<file path="src/rtl/card_clk_div_pkg.sv">
package card_clk_div_pkg;
  localparam int unsigned ADDR_W = 8;
  localparam int unsigned DATA_W = 32;

  localparam logic [ADDR_W-1:0] A_DIV = 8'h00;
  localparam logic [ADDR_W-1:0] A_EN  = 8'h04;
  localparam logic [ADDR_W-1:0] A_SRC = 8'h08;
  localparam logic [ADDR_W-1:0] A_CMD = 8'h0C;
  localparam logic [ADDR_W-1:0] A_RAW = 8'h10;

  localparam int unsigned B_START = 31;
  localparam int unsigned B_UPD   = 21;
  localparam int unsigned B_WAIT  = 13;
  localparam int unsigned B_LOCK  = 12;

  typedef struct packed {
    logic start;
    logic upd;
    logic wait_data;
  } cmd_fields_t;
endpackage

</file>
<file path="src/rtl/ckdiv_regs.sv">
module ckdiv_regs
  import card_clk_div_pkg::*;
#(
  parameter int unsigned DIV_W = 8,
  parameter int unsigned SRC_W = 2
) (
  input  logic              clk_i,
  input  logic              rst_ni,
  input  logic              wr_en_i,
  input  logic [ADDR_W-1:0] addr_i,
  input  logic [DATA_W-1:0] wdata_i,
  input  logic              start_i,
  input  logic              lock_set_i,
  output logic [DATA_W-1:0] rdata_o,
  output logic [DIV_W-1:0]  div_pend_o,
  output logic              en_pend_o,
  output logic [SRC_W-1:0]  src_pend_o,
  output logic              cmd_wr_o,
  output cmd_fields_t       cmd_o,
  output logic              lock_err_o
);
  logic [DIV_W-1:0] div_q;
  logic             en_q;
  logic [SRC_W-1:0] src_q;
  logic             err_q;
  logic             raw_wr;

  assign cmd_wr_o = wr_en_i && (addr_i == A_CMD);
  assign raw_wr   = wr_en_i && (addr_i == A_RAW);
  assign cmd_o    = '{start: wdata_i[B_START], upd: wdata_i[B_UPD],
                      wait_data: wdata_i[B_WAIT]};

  always_ff @(posedge clk_i or negedge rst_ni) begin
    if (!rst_ni) begin
      div_q <= '0;
      en_q  <= 1'b0;
      src_q <= '0;
      err_q <= 1'b0;
    end else begin
      if (wr_en_i && addr_i == A_DIV) div_q <= wdata_i[DIV_W-1:0];
      if (wr_en_i && addr_i == A_EN)  en_q  <= wdata_i[0];
      if (wr_en_i && addr_i == A_SRC) src_q <= wdata_i[SRC_W-1:0];
      if (lock_set_i)                        err_q <= 1'b1;
      else if (raw_wr && wdata_i[B_LOCK])    err_q <= 1'b0;
    end
  end

  always_comb begin
    rdata_o = '0;
    case (addr_i)
      A_DIV: rdata_o[DIV_W-1:0] = div_q;
      A_EN:  rdata_o[0]         = en_q;
      A_SRC: rdata_o[SRC_W-1:0] = src_q;
      A_CMD: rdata_o[B_START]   = start_i;
      A_RAW: rdata_o[B_LOCK]    = err_q;
      default: rdata_o = '0;
    endcase
  end

  assign div_pend_o = div_q;
  assign en_pend_o  = en_q;
  assign src_pend_o = src_q;
  assign lock_err_o = err_q;

  // writing 0 never clears the flag
  assert_zero_write_keeps_R8: assert property (@(posedge clk_i) disable iff (!rst_ni)
    (err_q && raw_wr && !wdata_i[B_LOCK]) |=> err_q);
endmodule

</file>
<file path="src/rtl/ckdiv_update_ctrl.sv">
module ckdiv_update_ctrl
  import card_clk_div_pkg::*;
(
  input  logic        clk_i,
  input  logic        rst_ni,
  input  logic        cmd_wr_i,
  input  cmd_fields_t cmd_i,
  input  logic        data_busy_i,
  input  logic        phase_low_i,
  output logic        start_o,
  output logic        commit_o,
  output logic        lock_set_o
);
  logic start_q, wait_q, accept;

  assign lock_set_o = cmd_wr_i && cmd_i.start && start_q;
  assign accept     = cmd_wr_i && cmd_i.start && cmd_i.upd && !start_q;
  assign commit_o   = start_q && phase_low_i && !(wait_q && data_busy_i);

  always_ff @(posedge clk_i or negedge rst_ni) begin
    if (!rst_ni) begin
      start_q <= 1'b0;
      wait_q  <= 1'b0;
    end else if (accept) begin
      start_q <= 1'b1;
      wait_q  <= cmd_i.wait_data;
    end else if (commit_o) begin
      start_q <= 1'b0;
    end
  end

  assign start_o = start_q;

  assert_commit_clears_start_R5: assert property (@(posedge clk_i) disable iff (!rst_ni)
    commit_o |=> !start_q);
  assert_locked_cmd_discarded_R7: assert property (@(posedge clk_i) disable iff (!rst_ni)
    (lock_set_o && !commit_o) |=> (start_q && $stable(wait_q)));
  assert_no_start_without_update_R10: assert property (@(posedge clk_i) disable iff (!rst_ni)
    (cmd_wr_i && cmd_i.start && !cmd_i.upd && !start_q) |=> !start_q);
  assert_busy_defers_R9: assert property (@(posedge clk_i) disable iff (!rst_ni)
    (start_q && wait_q && data_busy_i) |=> start_q);
endmodule

</file>
<file path="src/rtl/ckdiv_gen.sv">
module ckdiv_gen #(
  parameter int unsigned DIV_W = 8,
  parameter int unsigned SRC_W = 2
) (
  input  logic             clk_i,
  input  logic             rst_ni,
  input  logic             commit_i,
  input  logic [DIV_W-1:0] div_i,
  input  logic             en_i,
  input  logic [SRC_W-1:0] src_i,
  output logic             phase_low_o,
  output logic             card_clk_o,
  output logic [SRC_W-1:0] src_o
);
  localparam logic [DIV_W-1:0] ONE = DIV_W'(1);

  logic [DIV_W-1:0] div_q, cnt_q;
  logic             en_q, tog_q, bypass;
  logic [SRC_W-1:0] src_q;

  assign bypass = (div_q == '0);

  always_ff @(posedge clk_i or negedge rst_ni) begin
    if (!rst_ni) begin
      div_q <= '0;
      en_q  <= 1'b0;
      src_q <= '0;
      cnt_q <= '0;
      tog_q <= 1'b0;
    end else if (commit_i) begin
      div_q <= div_i;
      en_q  <= en_i;
      src_q <= src_i;
      cnt_q <= '0;
      tog_q <= 1'b0;
    end else if (en_q && !bypass) begin
      if (cnt_q == div_q - ONE) begin
        cnt_q <= '0;
        tog_q <= ~tog_q;
      end else begin
        cnt_q <= cnt_q + ONE;
      end
    end
  end

  // bypass gates the reference directly; a commit only occurs with tog_q low
  assign card_clk_o  = bypass ? (clk_i & en_q) : tog_q;
  assign phase_low_o = !tog_q;
  assign src_o       = src_q;

  assert_commit_low_phase_R6: assert property (@(posedge clk_i) disable iff (!rst_ni)
    commit_i |-> !tog_q);
  assert_stopped_stays_low_R6: assert property (@(posedge clk_i) disable iff (!rst_ni)
    (!en_q && !commit_i) |=> !tog_q);
  assert_half_period_R2: assert property (@(posedge clk_i) disable iff (!rst_ni)
    (!commit_i && en_q && !bypass && cnt_q != div_q - ONE) |=> $stable(tog_q));
endmodule

</file>
<file path="src/rtl/card_clk_div.sv">
module card_clk_div
  import card_clk_div_pkg::*;
#(
  parameter int unsigned DIV_W = 8,
  parameter int unsigned SRC_W = 2
) (
  input  logic              clk_i,
  input  logic              rst_ni,
  input  logic              wr_en_i,
  input  logic [ADDR_W-1:0] addr_i,
  input  logic [DATA_W-1:0] wdata_i,
  output logic [DATA_W-1:0] rdata_o,
  input  logic              data_busy_i,
  output logic              card_clk_o,
  output logic [SRC_W-1:0]  card_src_o
);
  logic [DIV_W-1:0] div_pend;
  logic             en_pend;
  logic [SRC_W-1:0] src_pend;
  logic             cmd_wr, start, commit, lock_set, lock_err, phase_low;
  cmd_fields_t      cmd;

  ckdiv_regs #(.DIV_W(DIV_W), .SRC_W(SRC_W)) u_regs (
    .clk_i, .rst_ni, .wr_en_i, .addr_i, .wdata_i,
    .start_i(start), .lock_set_i(lock_set), .rdata_o,
    .div_pend_o(div_pend), .en_pend_o(en_pend), .src_pend_o(src_pend),
    .cmd_wr_o(cmd_wr), .cmd_o(cmd), .lock_err_o(lock_err)
  );

  ckdiv_update_ctrl u_ctrl (
    .clk_i, .rst_ni, .cmd_wr_i(cmd_wr), .cmd_i(cmd), .data_busy_i,
    .phase_low_i(phase_low), .start_o(start), .commit_o(commit),
    .lock_set_o(lock_set)
  );

  ckdiv_gen #(.DIV_W(DIV_W), .SRC_W(SRC_W)) u_gen (
    .clk_i, .rst_ni, .commit_i(commit), .div_i(div_pend), .en_i(en_pend),
    .src_i(src_pend), .phase_low_o(phase_low), .card_clk_o,
    .src_o(card_src_o)
  );

  assert_lock_flag_set_R7: assert property (@(posedge clk_i) disable iff (!rst_ni)
    (wr_en_i && addr_i == A_CMD && wdata_i[B_START] && start) |=> lock_err);
  assert_src_only_on_commit_R11: assert property (@(posedge clk_i) disable iff (!rst_ni)
    !commit |=> $stable(card_src_o));
endmodule

</file>
<file path="config.mk">
export PLATFORM = sky130hd
export DESIGN_NAME = card_clk_div
export DESIGN_NICKNAME = d
export VERILOG_FILES = /design/src/rtl/card_clk_div_pkg.sv /design/src/rtl/ckdiv_regs.sv /design/src/rtl/ckdiv_update_ctrl.sv /design/src/rtl/ckdiv_gen.sv /design/src/rtl/card_clk_div.sv
export SDC_FILE = /design/constraint.sdc
export NUM_CORES = 1
export LEC_CHECK = 0
export ABC_AREA = 0
export CORE_AREA = 2 2 82 84
export CTS_BUF_LIST = sky130_fd_sc_hd__clkbuf_8
export DETAILED_ROUTE_END_ITERATION = 8
export DIE_AREA = 0 0 84 86
export MAX_ROUTING_LAYER = met4
export PLACE_DENSITY_LB_ADDON = 0.05
export SYNTH_ARGS = -nofsm -noshare
export SYNTH_HDL_FRONTEND = slang
export SYNTH_HIERARCHICAL = 1
export SYNTH_SLANG_ARGS = --single-unit
</file>
<file path="constraint.sdc">
create_clock -name clk_i -period 2.09 [get_ports clk_i]
set_clock_uncertainty 0.2 [all_clocks]
set_input_delay 0.3135 -clock clk_i [delete_from_list [all_inputs] [get_ports clk_i]]
set_output_delay 0.3135 -clock clk_i [all_outputs]
set_load 0.02 [all_outputs]
</file>
==> results.md, run 1 <==
| Group | Quantity | Reported |
| --- | --- | --- |
| clock tree | Hold bufs inserted after CTS | 0 |
| logic synthesis | Sequential-to-total area share from yosys stat | 0.3965 |
| logic synthesis | Share of the synthesized area in the top cell type | 0.3965 |
| power | Power density normalized to cell area | 607.8 nW/um2 |
| floorplanning | Floorplan row count | 29 |
| routing | Via count of the routed design | 1663 |
| logic synthesis | Number of enable flip-flop cells after synthesis | 0 |
| timing | Fin crit period | 2.187 ns |
| global route | GRT met1 Usage | 0.1771 |
| power | IR drop worst, VDD | 0.3093 mV |
| critical path | Required time at the worst-slack endpoint | 2.17 ns |
| timing | Smallest hold slack | 0.1257 ns |
| logic synthesis | Leading post-synthesis cells by cell area | sky130_fd_sc_hd__dfrtp_1 40%, sky130_fd_sc_hd__mux2_2 8.9%, sky130_fd_sc_hd__buf_4 8.7% |
| clock tree | Clock tree from TritonCTS | yes |
| critical path | Arrival time at the worst endpoint | 2.27 ns |
| power | Gate power share | 0.150 |
| timing | Crit path setup slack, layout | -0.09697 ns |
| final layout | Final antenna diode count | 0 |
| critical path | Startpoint-to-endpoint class of the critical path | reg -> reg |
| floorplanning | Horizontal extent of the die | 84 um |
| routing | Ratio of routed vias to standard cells | 4.632 |
| power | Sequential share of power | 0.374 |
| floorplanning | Boundary pin count | 79 |
| final layout | Number of filler instances in the final layout | 613 |
| place | Detail Placement HPWL | 3.428 mm |
| logic synthesis | Main synth FF type | sky130_fd_sc_hd__dfrtp_1 |
| clock tree | Insertion delay to the later sink of the worst-skew pair | 0.40 ns |
| power | Switching power summed over all nets | 440.6 uW |
| floorplanning | Core region area | 6277 um2 |
| final layout | Fraction of layout instances using a drive strength above 1 | 0.4326 |
| global route | Total overflow reported by the global router | 0 |
| logic synthesis | Warnings, synthesis | 6 |
| routing | Count of unresolved DRC violations after routing | 0 |
| job | Max-capacitance violation count | 0 |
| place | Post-Place Worst Slack | -0.6032 ns |
| power | Static leakage | 0.001481 uW |
| critical path | Maximum net fanout on the critical path | 4 |
| power | Switching Share | 0.2380 |
| outcome | Failing checks | negative setup slack |
| floorplanning | Floorplan die height | 86 um |
| timing | Number of hold-slack violations in the final timing report | 0 |
| routing | Drt wl/cell | 13.11 um |
| logic synthesis | Mapped Cells | 205 |
| floorplanning | Starting Density | 0.3418 |
| timing | Total Negative Setup Slacks | -0.5104 ns |
| logic synthesis | Netlist area before placement | 2146 um2 |
| place | Buffers added on ports | 36 |
| final layout | Layout Cells excl Fill | 359 |
| critical path | Nature of the critical path endpoint | flop |
| routing | Number of DRC markers in iteration 0 | 60 |
| timing | Final number of setup-violating endpoints | 8 |
| logic synthesis | Synthesized flop and latch total | 34 |
| worst hold path | Worst min path class | in -> async |
| logic synthesis | Post-synthesis area per instance | 10.47 um2 |
| place | GPL Wtd Cong | 0.7478 |
| timing | Peak Freq | 457.3 MHz |
| global route | Vias in the first global route | 1731 |
| global route | Layer with the highest usage | met2 |
| power | Clk network pwr share | 0.477 |
| global route | Met3 layer usage reported by global route | 0.04331 |
| outcome | Outcome | finished with violations |
| global route | Global-route wire length before repair | 8.059 mm |
| timing | RSZ-0062 raised after global routing | yes |
| critical path | Startpoint type of the worst setup path | flop |
| global route | Maximum number of pins on one net before global-route repair | 35 |
| place | Number of placed instances with taps included | 343 |
| power | Total internal power | 1410 uW |
| routing | Count of nets left with antenna violations after detail routing | 0 |
| logic synthesis | Most frequently used cell type in the post-synthesis netlist | sky130_fd_sc_hd__dfrtp_1 |
| final layout | Area Overhead vs Synth | 41.92% |
| logic synthesis | Area leader, netlist | sky130_fd_sc_hd__dfrtp_1 |
| global route | Combined global-route utilization of all metal layers | 0.1485 |
| logic synthesis | Top cells by instance count after synthesis | 34 x sky130_fd_sc_hd__dfrtp_1, 25 x sky130_fd_sc_hd__buf_4, 17 x sky130_fd_sc_hd__mux2_2 |
| timing | Max-slew violation count | 0 |
| final layout | Net count reported at finish | 328 |
| global route | Met2 Track Usage GR | 0.2233 |
| logic synthesis | Number of library cell types mapped by synthesis | 48 |
| clock tree | Clock transition at the register clock pins on the worst setup and hold paths after CTS | 0.07 ns |
| routing | Final WL | 4.707 mm |
| global route | Number of antenna violations at the first check in global routing | 0 |
| logic synthesis | Async SR Flop Fraction | 1.000 |
| floorplanning | Overall die area | 7224 um2 |
| routing | Count of TritonRoute iterations in the first routing pass | 4 |
| timing | Share of the clock period used by the worst path | 1.046 |
cell type report:
type / instances / area (um2) / area share
clock buffer: 9 / 121.4 / 0.03985
clock inverter: 3 / 68.82 / 0.02260
inverter: 4 / 15.01 / 0.004930
multi-input combinational: 159 / 1277 / 0.4195
sequential: 34 / 850.8 / 0.2794
tap: 77 / 96.34 / 0.03164
timing repair buffer: 73 / 615.6 / 0.2021
kinds of logic after synthesis:
kind of cell,Yosys count,synth area share
fa+ha+maj,3,0.01749
simple gates,74,0.2309
other cells,1,0.001748
buf+inv,33,0.1050
compound gates,24,0.07580
flops,34,0.3965
mux,21,0.1114
xor+xnor,15,0.06122
cell usage in the layout, fill, tap and decap left out, types with 3 or more instances in the layout:
cell type and n:
sky130_fd_sc_hd__buf_6 4, sky130_fd_sc_hd__mux2_2 17, sky130_fd_sc_hd__dlygate4sd2_1 8, sky130_fd_sc_hd__o21ai_0 5, sky130_fd_sc_hd__xnor2_1 3, sky130_fd_sc_hd__nand3_1 5
sky130_fd_sc_hd__xor2_1 10, sky130_fd_sc_hd__and3_1 5, sky130_fd_sc_hd__nor4_4 3, sky130_fd_sc_hd__clkbuf_8 8, sky130_fd_sc_hd__and3_2 8, sky130_fd_sc_hd__nand2_1 13
sky130_fd_sc_hd__nand4_1 4, sky130_fd_sc_hd__clkdlybuf4s50_1 17, sky130_fd_sc_hd__nor2_1 8, sky130_fd_sc_hd__nor2_2 4, sky130_fd_sc_hd__buf_4 44, sky130_fd_sc_hd__dfrtp_1 34
sky130_fd_sc_hd__nand3b_1 3, sky130_fd_sc_hd__conb_1 22
routing by layer:
metal	routed length (um)	part of all wire	vias to the layer above
met3	180	0.038	11
met4	94	0.020	0
met1	2150	0.46	776
met5	0	0	-
li1	-	-	831
met2	2282	0.48	45
worst max-delay path, cell delays in order (launching register included):
cell	delay (ns)
sky130_fd_sc_hd__dfrtp_1	0.39
sky130_fd_sc_hd__inv_2	0.10
sky130_fd_sc_hd__ha_4	0.17
sky130_fd_sc_hd__nor3b_4	0.25
sky130_fd_sc_hd__o21ai_2	0.08
sky130_fd_sc_hd__a211oi_2	0.26
sky130_fd_sc_hd__nand4_1	0.18
sky130_fd_sc_hd__buf_4	0.19
sky130_fd_sc_hd__o21ai_0	0.19
sky130_fd_sc_hd__a21oi_2	0.07
final timing paths:
kind	startpoint	end	slack, ns	cells after the start
max	u_gen/div_q[0]$_DFFE_PN0P_	u_gen/tog_q$_DFFE_PN0P_	-0.1	9
min	rst_ni	u_ctrl/wait_q$_DFFE_PN0P_	0.13	2
max reg2reg	u_gen/div_q[0]$_DFFE_PN0P_	u_gen/tog_q$_DFFE_PN0P_	-0.1	9
min reg2reg	u_regs/lock_err_o$_DFFE_PN0P_	u_regs/lock_err_o$_DFFE_PN0P_	0.30	1
max in group asynchronous	rst_ni	u_gen/div_q[0]$_DFFE_PN0P_	1.26	2
min in group clk_i	u_regs/lock_err_o$_DFFE_PN0P_	u_regs/lock_err_o$_DFFE_PN0P_	0.30	1
through the flow:
stage	instance area, um2	total power, uW	util
after global placement	2726	951.8	0.4343
after CTS	2979	1870	0.4746
after floorplan	2232	860.1	-
after detailed placement	2726	952.0	0.4343
final	3045	1851	0.4852
after global routing	3045	1941	0.4852
power groups by stage:
stage | clock, uW | sequential, uW | combinational [uW]
after CTS | 916 | 691 | 263
after floorplan | 1.15 | 705 | 154
after detailed placement | 2.16 | 704 | 246
final | 883 | 691 | 277
after global routing | 946 | 694 | 301
after global placement | 2.16 | 704 | 245
state kept, by name (all words and copies together) (netlist names), 2 cells and up:
| register | flops |
|---|---|
| u_gen/src_o | 2 |
| u_gen/cnt_q | 8 |
| u_regs/src_pend_o | 2 |
| u_gen/div_q | 8 |
| u_regs/div_pend_o | 8 |
what timing repair did:
action,CTS,global route
gates resized for setup,82,14
setup endpoints to repair,20,19
pin swaps,15,7
setup buffers,5,1
No activity file was read; power rests on OpenSTA's default activity.
==> inputs of run 2 (changes only) <==
Settings changed: MAX_ROUTING_LAYER met4 to default.
==> results.md, run 2 (synthesized netlist as in run 1, its figures left out) <==
| Group | Quantity | Reported | vs previous |
| --- | --- | --- | --- |
| outcome | Outcome | finished with violations | unchanged |
| outcome | Failing checks | negative setup slack | unchanged |
| place | Detail Placement HPWL | 3.428 mm | unchanged |
| power | Sequential share of power | 0.373 | was 0.374 |
| power | Gate power share | 0.149 | was 0.150 |
| power | IR drop worst, VDD | 0.3089 mV | was 0.3093 mV |
| floorplanning | Horizontal extent of the die | 84 um | unchanged |
| critical path | Startpoint-to-endpoint class of the critical path | reg -> reg | unchanged |
| floorplanning | Starting Density | 0.3418 | unchanged |
| timing | Peak Freq | 456.9 MHz | was 457.3 MHz |
| power | Power after layout | 1852 uW | was 1851 uW |
| routing | Number of DRC markers in iteration 0 | 49 | was 60 |
| critical path | Maximum net fanout on the critical path | 4 | unchanged |
| timing | Total Negative Setup Slacks | -0.5268 ns | was -0.5104 ns |
| global route | Maximum number of pins on one net before global-route repair | 35 | unchanged |
| critical path | Worst-case register-to-register setup slack | -0.1 ns | about the same |
| place | Number of placed instances with taps included | 343 | unchanged |
| routing | Count of TritonRoute iterations in the first routing pass | 4 | unchanged |
| critical path | Required time at the worst-slack endpoint | 2.17 ns | about the same |
| timing | Max-slew violation count | 0 | unchanged |
| routing | Count of unresolved DRC violations after routing | 0 | unchanged |
| final layout | Commonest cells after routing, fill and taps aside | 44 x sky130_fd_sc_hd__buf_4, 34 x sky130_fd_sc_hd__dfrtp_1, 22 x sky130_fd_sc_hd__conb_1 | unchanged |
| critical path | Maximum single-stage delay on the critical path | 0.39 ns | about the same |
| place | Buffers added on ports | 36 | unchanged |
| timing | Share of the clock period used by the worst path | 1.047 | was 1.046 |
| clock tree | Clock tree from TritonCTS | yes | unchanged |
| global route | Total overflow reported by the global router | 0 | unchanged |
| final layout | Area occupied by multi-input gates | 1277 um2 | unchanged |
| clock tree | Hold bufs inserted after CTS | 0 | unchanged |
| critical path | Arrival time at the worst endpoint | 2.27 ns | about the same |
| clock tree | Insertion delay to the later sink of the worst-skew pair | 0.40 ns | about the same |
| timing | Final number of setup-violating endpoints | 8 | unchanged |
| routing | Final WL | 4.707 mm | unchanged |
| global route | Global-route wire length before repair | 8.052 mm | was 8.059 mm |
| timing | Crit path setup slack, layout | -0.09881 ns | was -0.09697 ns |
| routing | Count of nets left with antenna violations after detail routing | 0 | unchanged |
| place | Post-Place Worst Slack | -0.6032 ns | unchanged |
| critical path | Library cell contributing the largest single delay on the critical path | sky130_fd_sc_hd__dfrtp_1 | unchanged |
| timing | RSZ-0062 raised after global routing | yes | unchanged |
| timing | Number of hold-slack violations in the final timing report | 0 | unchanged |
| critical path | Kind of cell with the highest combined delay on the critical path | compound AO/OA/AOI/OAI gates | unchanged |
| final layout | Area Overhead vs Synth | 41.92% | unchanged |
| critical path | Nature of the critical path endpoint | flop | unchanged |
| critical path | Startpoint type of the worst setup path | flop | unchanged |
| global route | Number of antenna violations at the first check in global routing | 0 | unchanged |
| critical path | Levels on crit path | 9 | unchanged |
| final layout | Number of filler instances in the final layout | 613 | unchanged |
| worst hold path | Worst min path class | in -> async | unchanged |
| power | Switching Share | 0.2384 | was 0.2380 |
| final layout | Layout Cells excl Fill | 359 | unchanged |
| routing | Via count of the routed design | 1671 | was 1663 |
| timing | Fin crit period | 2.189 ns | was 2.187 ns |
| floorplanning | Floorplan die height | 86 um | unchanged |
| routing | Ratio of routed vias to standard cells | 4.655 | was 4.632 |
| final layout | Net count reported at finish | 328 | unchanged |
| power | Total internal power | 1410 uW | about the same |
| job | Max-capacitance violation count | 0 | unchanged |
| critical path | Worst path buffer plus inverter count | 2 | unchanged |
| floorplanning | Core region area | 6277 um2 | unchanged |
| critical path | Worst reg2reg path depth | 9 | unchanged |
| critical path | CP cell instances | inv_2 > ha_4 > nor3b_4 > o21ai_2 > a211oi_2 > nand4_1 > buf_4 > o21ai_0 > a21oi_2 | unchanged |
| final layout | Register area | 850.8 um2 | unchanged |
| floorplanning | Floorplan row count | 29 | unchanged |
| floorplanning | Overall die area | 7224 um2 | unchanged |
| final layout | Final antenna diode count | 0 | unchanged |
| routing | Drt wl/cell | 13.11 um | unchanged |
| global route | Vias in the first global route | 1727 | was 1731 |
| final layout | Commonest non-fill, non-tap cell in the layout | sky130_fd_sc_hd__buf_4 | unchanged |
| place | GPL Wtd Cong | 0.7386 | was 0.7478 |
| power | Switching power summed over all nets | 441.5 uW | was 440.6 uW |
| power | Static leakage | 0.001481 uW | unchanged |
| power | Power density normalized to cell area | 608.1 nW/um2 | was 607.8 nW/um2 |
| final layout | Fraction of layout instances using a drive strength above 1 | 0.4326 | unchanged |
| global route | Combined global-route utilization of all metal layers | 0.1442 | was 0.1485 |
| floorplanning | Boundary pin count | 79 | unchanged |
| power | Clk network pwr share | 0.477 | about the same |
| clock tree | Clock transition at the register clock pins on the worst setup and hold paths after CTS | 0.07 ns | about the same |
run 2: repair_timing:
| action | 4_1_cts | 5_1_grt |
|---|---|---|
| gates resized for setup | 82 | 14 |
| setup buffers | 5 | 1 |
| cloned | 0 | 0 |
| hold endpoints to repair | 0 | 0 |
| pin swaps | 15 | 7 |
| endpoints found under the setup margin | 20 | 19 |
run 2: final timing paths:
path,start,end
max,u_gen/div_q[0]$_DFFE_PN0P_,u_gen/tog_q$_DFFE_PN0P_
min,rst_ni,u_ctrl/wait_q$_DFFE_PN0P_
max reg2reg,u_gen/div_q[0]$_DFFE_PN0P_,u_gen/tog_q$_DFFE_PN0P_
min reg2reg,u_regs/lock_err_o$_DFFE_PN0P_,u_regs/lock_err_o$_DFFE_PN0P_
max in group asynchronous,rst_ni,u_gen/div_q[1]$_DFFE_PN0P_
min in group clk_i,u_regs/lock_err_o$_DFFE_PN0P_,u_regs/lock_err_o$_DFFE_PN0P_
run 2: metal layers:
layer	GRT usage	wire, um	part of all wire
met5	0	0	0
met1	0.1771	2144	0.46
met4	0.08798	94	0.020
met3	0.04331	180	0.038
met2	0.2233	2287	0.49
run 2: power groups by stage:
stage               sequential [uW]  clock (uW)  combinational [uW]
CTS                             691         916                 263
floorplan                       705        1.15                 154
finish                          691         884                 277
global placement                704        2.16                 245
detailed placement              704        2.16                 246
global route                    694         946                 301
run 2: final cells by class:
| cell class | instances | area share |
|---|---|---|
| Sequential cell | 34 | 0.2794 |
| Tap cell | 77 | 0.03164 |
| Inverter | 4 | 0.004930 |
| Multi-Input combinational cell | 159 | 0.4195 |
| Clock buffer | 9 | 0.03985 |
| Timing Repair Buffer | 73 | 0.2021 |
| Clock inverter | 3 | 0.02260 |
run 2: through the flow:
step / utilization / hold WS (ns) / cell area [um2]
2_1_floorplan: - / -0.1821 / 2232
3_3_place_gp: 0.4343 / 0.2719 / 2726
3_5_place_dp: 0.4343 / 0.2676 / 2726
4_1_cts: 0.4746 / 0.1398 / 2979
5_1_grt: 0.4852 / 0.1552 / 3045
6_report: 0.4852 / 0.1261 / 3045
run 2: worst reg2reg max path: stages (launching register included):
cell,delay (ns)
sky130_fd_sc_hd__dfrtp_1,0.39
sky130_fd_sc_hd__inv_2,0.10
sky130_fd_sc_hd__ha_4,0.17
sky130_fd_sc_hd__nor3b_4,0.25
sky130_fd_sc_hd__o21ai_2,0.08
sky130_fd_sc_hd__a211oi_2,0.26
sky130_fd_sc_hd__nand4_1,0.18
sky130_fd_sc_hd__buf_4,0.19
sky130_fd_sc_hd__o21ai_0,0.19
sky130_fd_sc_hd__a21oi_2,0.07
==> inputs of run 3 (changes only) <==
Settings changed: CTS_CLUSTER_SIZE from default to 10, PLACE_DENSITY from default to 0.67, PLACE_DENSITY_LB_ADDON 0.05 to default, TNS_END_PERCENT from default to 20.
==> results.md, run 3 (synthesized netlist as in run 1, its figures left out) <==
| Group | Quantity | Reported | vs previous |
| --- | --- | --- | --- |
| outcome | Outcome | finished with violations | unchanged |
| outcome | Failing checks | negative setup slack | unchanged |
| power | Power after layout | 1600 uW | was 1852 uW |
| place | Detail Placement HPWL | 3.304 mm | was 3.428 mm |
| routing | Count of TritonRoute iterations in the first routing pass | 4 | unchanged |
| place | Post-placement cell area | 2711 um2 | was 2726 um2 |
| routing | Drt wl/cell | 12.32 um | was 13.11 um |
| power | Switching Share | 0.2618 | was 0.2384 |
| critical path | Library cell contributing the largest single delay on the critical path | sky130_fd_sc_hd__dfrtp_1 | unchanged |
| routing | Count of unresolved DRC violations after routing | 0 | unchanged |
| job | Max-capacitance violation count | 0 | unchanged |
| global route | Number of antenna violations at the first check in global routing | 0 | unchanged |
| floorplanning | Starting Density | 0.3418 | unchanged |
| critical path | Worst path buffer plus inverter count | 1 | was 2 |
| critical path | Arrival time at the worst endpoint | 1.60 ns | was 2.27 ns |
| global route | Total overflow reported by the global router | 0 | unchanged |
| critical path | Maximum net fanout on the critical path | 3 | was 4 |
| power | Gate power share | 0.157 | was 0.149 |
| timing | Share of the clock period used by the worst path | 1.011 | was 1.047 |
| global route | Vias in the first global route | 1756 | was 1727 |
| power | Static leakage | 0.001419 uW | was 0.001481 uW |
| final layout | Area occupied by multi-input gates | 1222 um2 | was 1277 um2 |
| global route | Global-route wire length before repair | 7.624 mm | was 8.052 mm |
| power | Switching power summed over all nets | 418.8 uW | was 441.5 uW |
| routing | Ratio of routed vias to standard cells | 4.751 | was 4.655 |
| floorplanning | Floorplan die height | 86 um | unchanged |
| power | Total internal power | 1181 uW | was 1410 uW |
| final layout | Net count reported at finish | 323 | was 328 |
| clock tree | Clock transition at the register clock pins on the worst setup and hold paths after CTS | 0.07 ns | about the same |
| critical path | Startpoint-to-endpoint class of the critical path | reg -> out | was reg -> reg |
| routing | Via count of the routed design | 1682 | was 1671 |
| critical path | CP cell instances | nor4_4 > nand3_2 > nand2_1 > o21ai_2 > buf_4 | was inv_2 > ha_4 > nor3b_4 > o21ai_2 > a211oi_2 > nand4_1 > buf_4 > o21ai_0 > a21oi_2 |
| power | Sequential share of power | 0.432 | was 0.373 |
| place | Buffers added on ports | 36 | unchanged |
| floorplanning | Floorplan row count | 29 | unchanged |
| power | IR drop worst, VDD | 0.4838 mV | was 0.3089 mV |
| final layout | Commonest cells after routing, fill and taps aside | 34 x sky130_fd_sc_hd__dfrtp_1, 33 x sky130_fd_sc_hd__buf_4, 22 x sky130_fd_sc_hd__conb_1 | was 44 x sky130_fd_sc_hd__buf_4, 34 x sky130_fd_sc_hd__dfrtp_1, 22 x sky130_fd_sc_hd__conb_1 |
| floorplanning | Horizontal extent of the die | 84 um | unchanged |
| timing | Final number of setup-violating endpoints | 3 | was 8 |
| timing | Max-slew violation count | 0 | unchanged |
| final layout | Register area | 850.8 um2 | unchanged |
| critical path | Startpoint type of the worst setup path | flop | unchanged |
| global route | Combined global-route utilization of all metal layers | 0.1314 | was 0.1442 |
| timing | Fin crit period | 2.112 ns | was 2.189 ns |
| routing | Number of DRC markers in iteration 0 | 75 | was 49 |
| floorplanning | Boundary pin count | 79 | unchanged |
| final layout | Commonest non-fill, non-tap cell in the layout | sky130_fd_sc_hd__dfrtp_1 | was sky130_fd_sc_hd__buf_4 |
| worst hold path | Worst min path class | in -> async | unchanged |
| final layout | Number of filler instances in the final layout | 603 | was 613 |
| critical path | Maximum single-stage delay on the critical path | 0.41 ns | was 0.39 ns |
| place | GPL Wtd Cong | 0.7835 | was 0.7386 |
| final layout | Area Overhead vs Synth | 34.11% | was 41.92% |
| global route | Maximum number of pins on one net before global-route repair | 35 | unchanged |
| routing | Final WL | 4.363 mm | was 4.707 mm |
| final layout | Final antenna diode count | 0 | unchanged |
| final layout | Fraction of layout instances using a drive strength above 1 | 0.3935 | was 0.4326 |
| timing | Peak Freq | 473.5 MHz | was 456.9 MHz |
| timing | RSZ-0062 raised after global routing | yes | unchanged |
| floorplanning | Core region area | 6277 um2 | unchanged |
| timing | Number of hold-slack violations in the final timing report | 0 | unchanged |
| power | Power density normalized to cell area | 555.9 nW/um2 | was 608.1 nW/um2 |
| routing | Count of nets left with antenna violations after detail routing | 0 | unchanged |
| final layout | Layout Cells excl Fill | 354 | was 359 |
| critical path | Nature of the critical path endpoint | primary output | was flop |
| final layout | Design area | 2878 um2 | was 3045 um2 |
| critical path | Kind of cell with the highest combined delay on the critical path | simple AND/OR/NAND/NOR gates | was compound AO/OA/AOI/OAI gates |
| clock tree | Insertion delay to the later sink of the worst-skew pair | 0.39 ns | was 0.40 ns |
| timing | Crit path setup slack, layout | -0.02204 ns | was -0.09881 ns |
| critical path | Required time at the worst-slack endpoint | 1.58 ns | was 2.17 ns |
| floorplanning | Overall die area | 7224 um2 | unchanged |
| clock tree | Clock tree from TritonCTS | yes | unchanged |
| place | Number of placed instances with taps included | 341 | was 343 |
| power | Clk network pwr share | 0.411 | was 0.477 |
| clock tree | Hold bufs inserted after CTS | 0 | unchanged |
-- run 3: path summary, 6_finish.rpt --
kind                                                    endpoint  cells after the start                     startpoint  slack, ns
worst max-delay path                                  card_clk_o                      5     u_gen/div_q[2]$_DFFE_PN0P_      -0.02
worst min-delay path                  u_gen/cnt_q[4]$_DFFE_PN0P_                      2                         rst_ni       0.14
worst max register to register           u_gen/tog_q$_DFFE_PN0P_                      8     u_gen/div_q[0]$_DFFE_PN0P_      -0.02
worst min register to register     u_regs/lock_err_o$_DFFE_PN0P_                      1  u_regs/lock_err_o$_DFFE_PN0P_       0.28
max in group asynchronous       u_regs/div_pend_o[5]$_DFFE_PN0P_                      2                         rst_ni       1.25
min in group clk_i                 u_regs/lock_err_o$_DFFE_PN0P_                      1  u_regs/lock_err_o$_DFFE_PN0P_       0.28
-- run 3: worst reg2reg max path, cell delays in order (launching register included) --
cell and delay [ns]:
sky130_fd_sc_hd__dfrtp_1 0.39, sky130_fd_sc_hd__inv_2 0.08, sky130_fd_sc_hd__ha_4 0.16, sky130_fd_sc_hd__nor3b_4 0.23, sky130_fd_sc_hd__o21ai_2 0.08, sky130_fd_sc_hd__a211oi_2 0.26
sky130_fd_sc_hd__nand4_1 0.17, sky130_fd_sc_hd__or3_1 0.34, sky130_fd_sc_hd__a21oi_1 0.14
-- run 3: timing repair --
item / in CTS / in global routing
gates resized for setup: 61 / 11
setup endpoints to repair: 19 / 12
buffers inserted: 1 / 1
pin swaps: 4 / 4
-- run 3: layout make-up --
type	instances	share of cell area
well taps	77	0.03348
clock buffers	10	0.04565
multi-input cells	159	0.4248
flip-flops and latches	34	0.2957
inverters	4	0.005217
repair buffers	68	0.1909
clock inverters	2	0.004348
-- run 3: power by group through the flow --
stage / Sequential (uW) / Combinational [uW] / Clock (uW)
detailed placement: 704 / 240 / 2.16
global placement: 703 / 238 / 2.16
floorplan: 705 / 154 / 1.15
global route: 693 / 276 / 713
finish: 691 / 252 / 657
CTS: 691 / 245 / 677
-- run 3: per-layer routing --
layer / track usage / vias up / routed length (um)
li1: - / 818 / -
met4: 0.07625 / 0 / 70
met2: 0.2204 / 50 / 2198
met3: 0.03754 / 6 / 182
met1: 0.1504 / 808 / 1910
met5: 0 / - / 0
-- run 3: metrics by stage --
stage | TNS (ns) | worst slack, ns | util | hold slack [ns]
4_1_cts | -0.1108 | -0.06120 | 0.4513 | 0.1494
3_3_place_gp | -6.644 | -0.6145 | 0.4319 | 0.2636
3_5_place_dp | -7.108 | -0.6315 | 0.4319 | 0.2612
5_1_grt | -0.8670 | -0.1343 | 0.4584 | 0.1846
6_report | -0.04222 | -0.02204 | 0.4584 | 0.1377
2_1_floorplan | 0 | 0.006302 | - | -0.1821
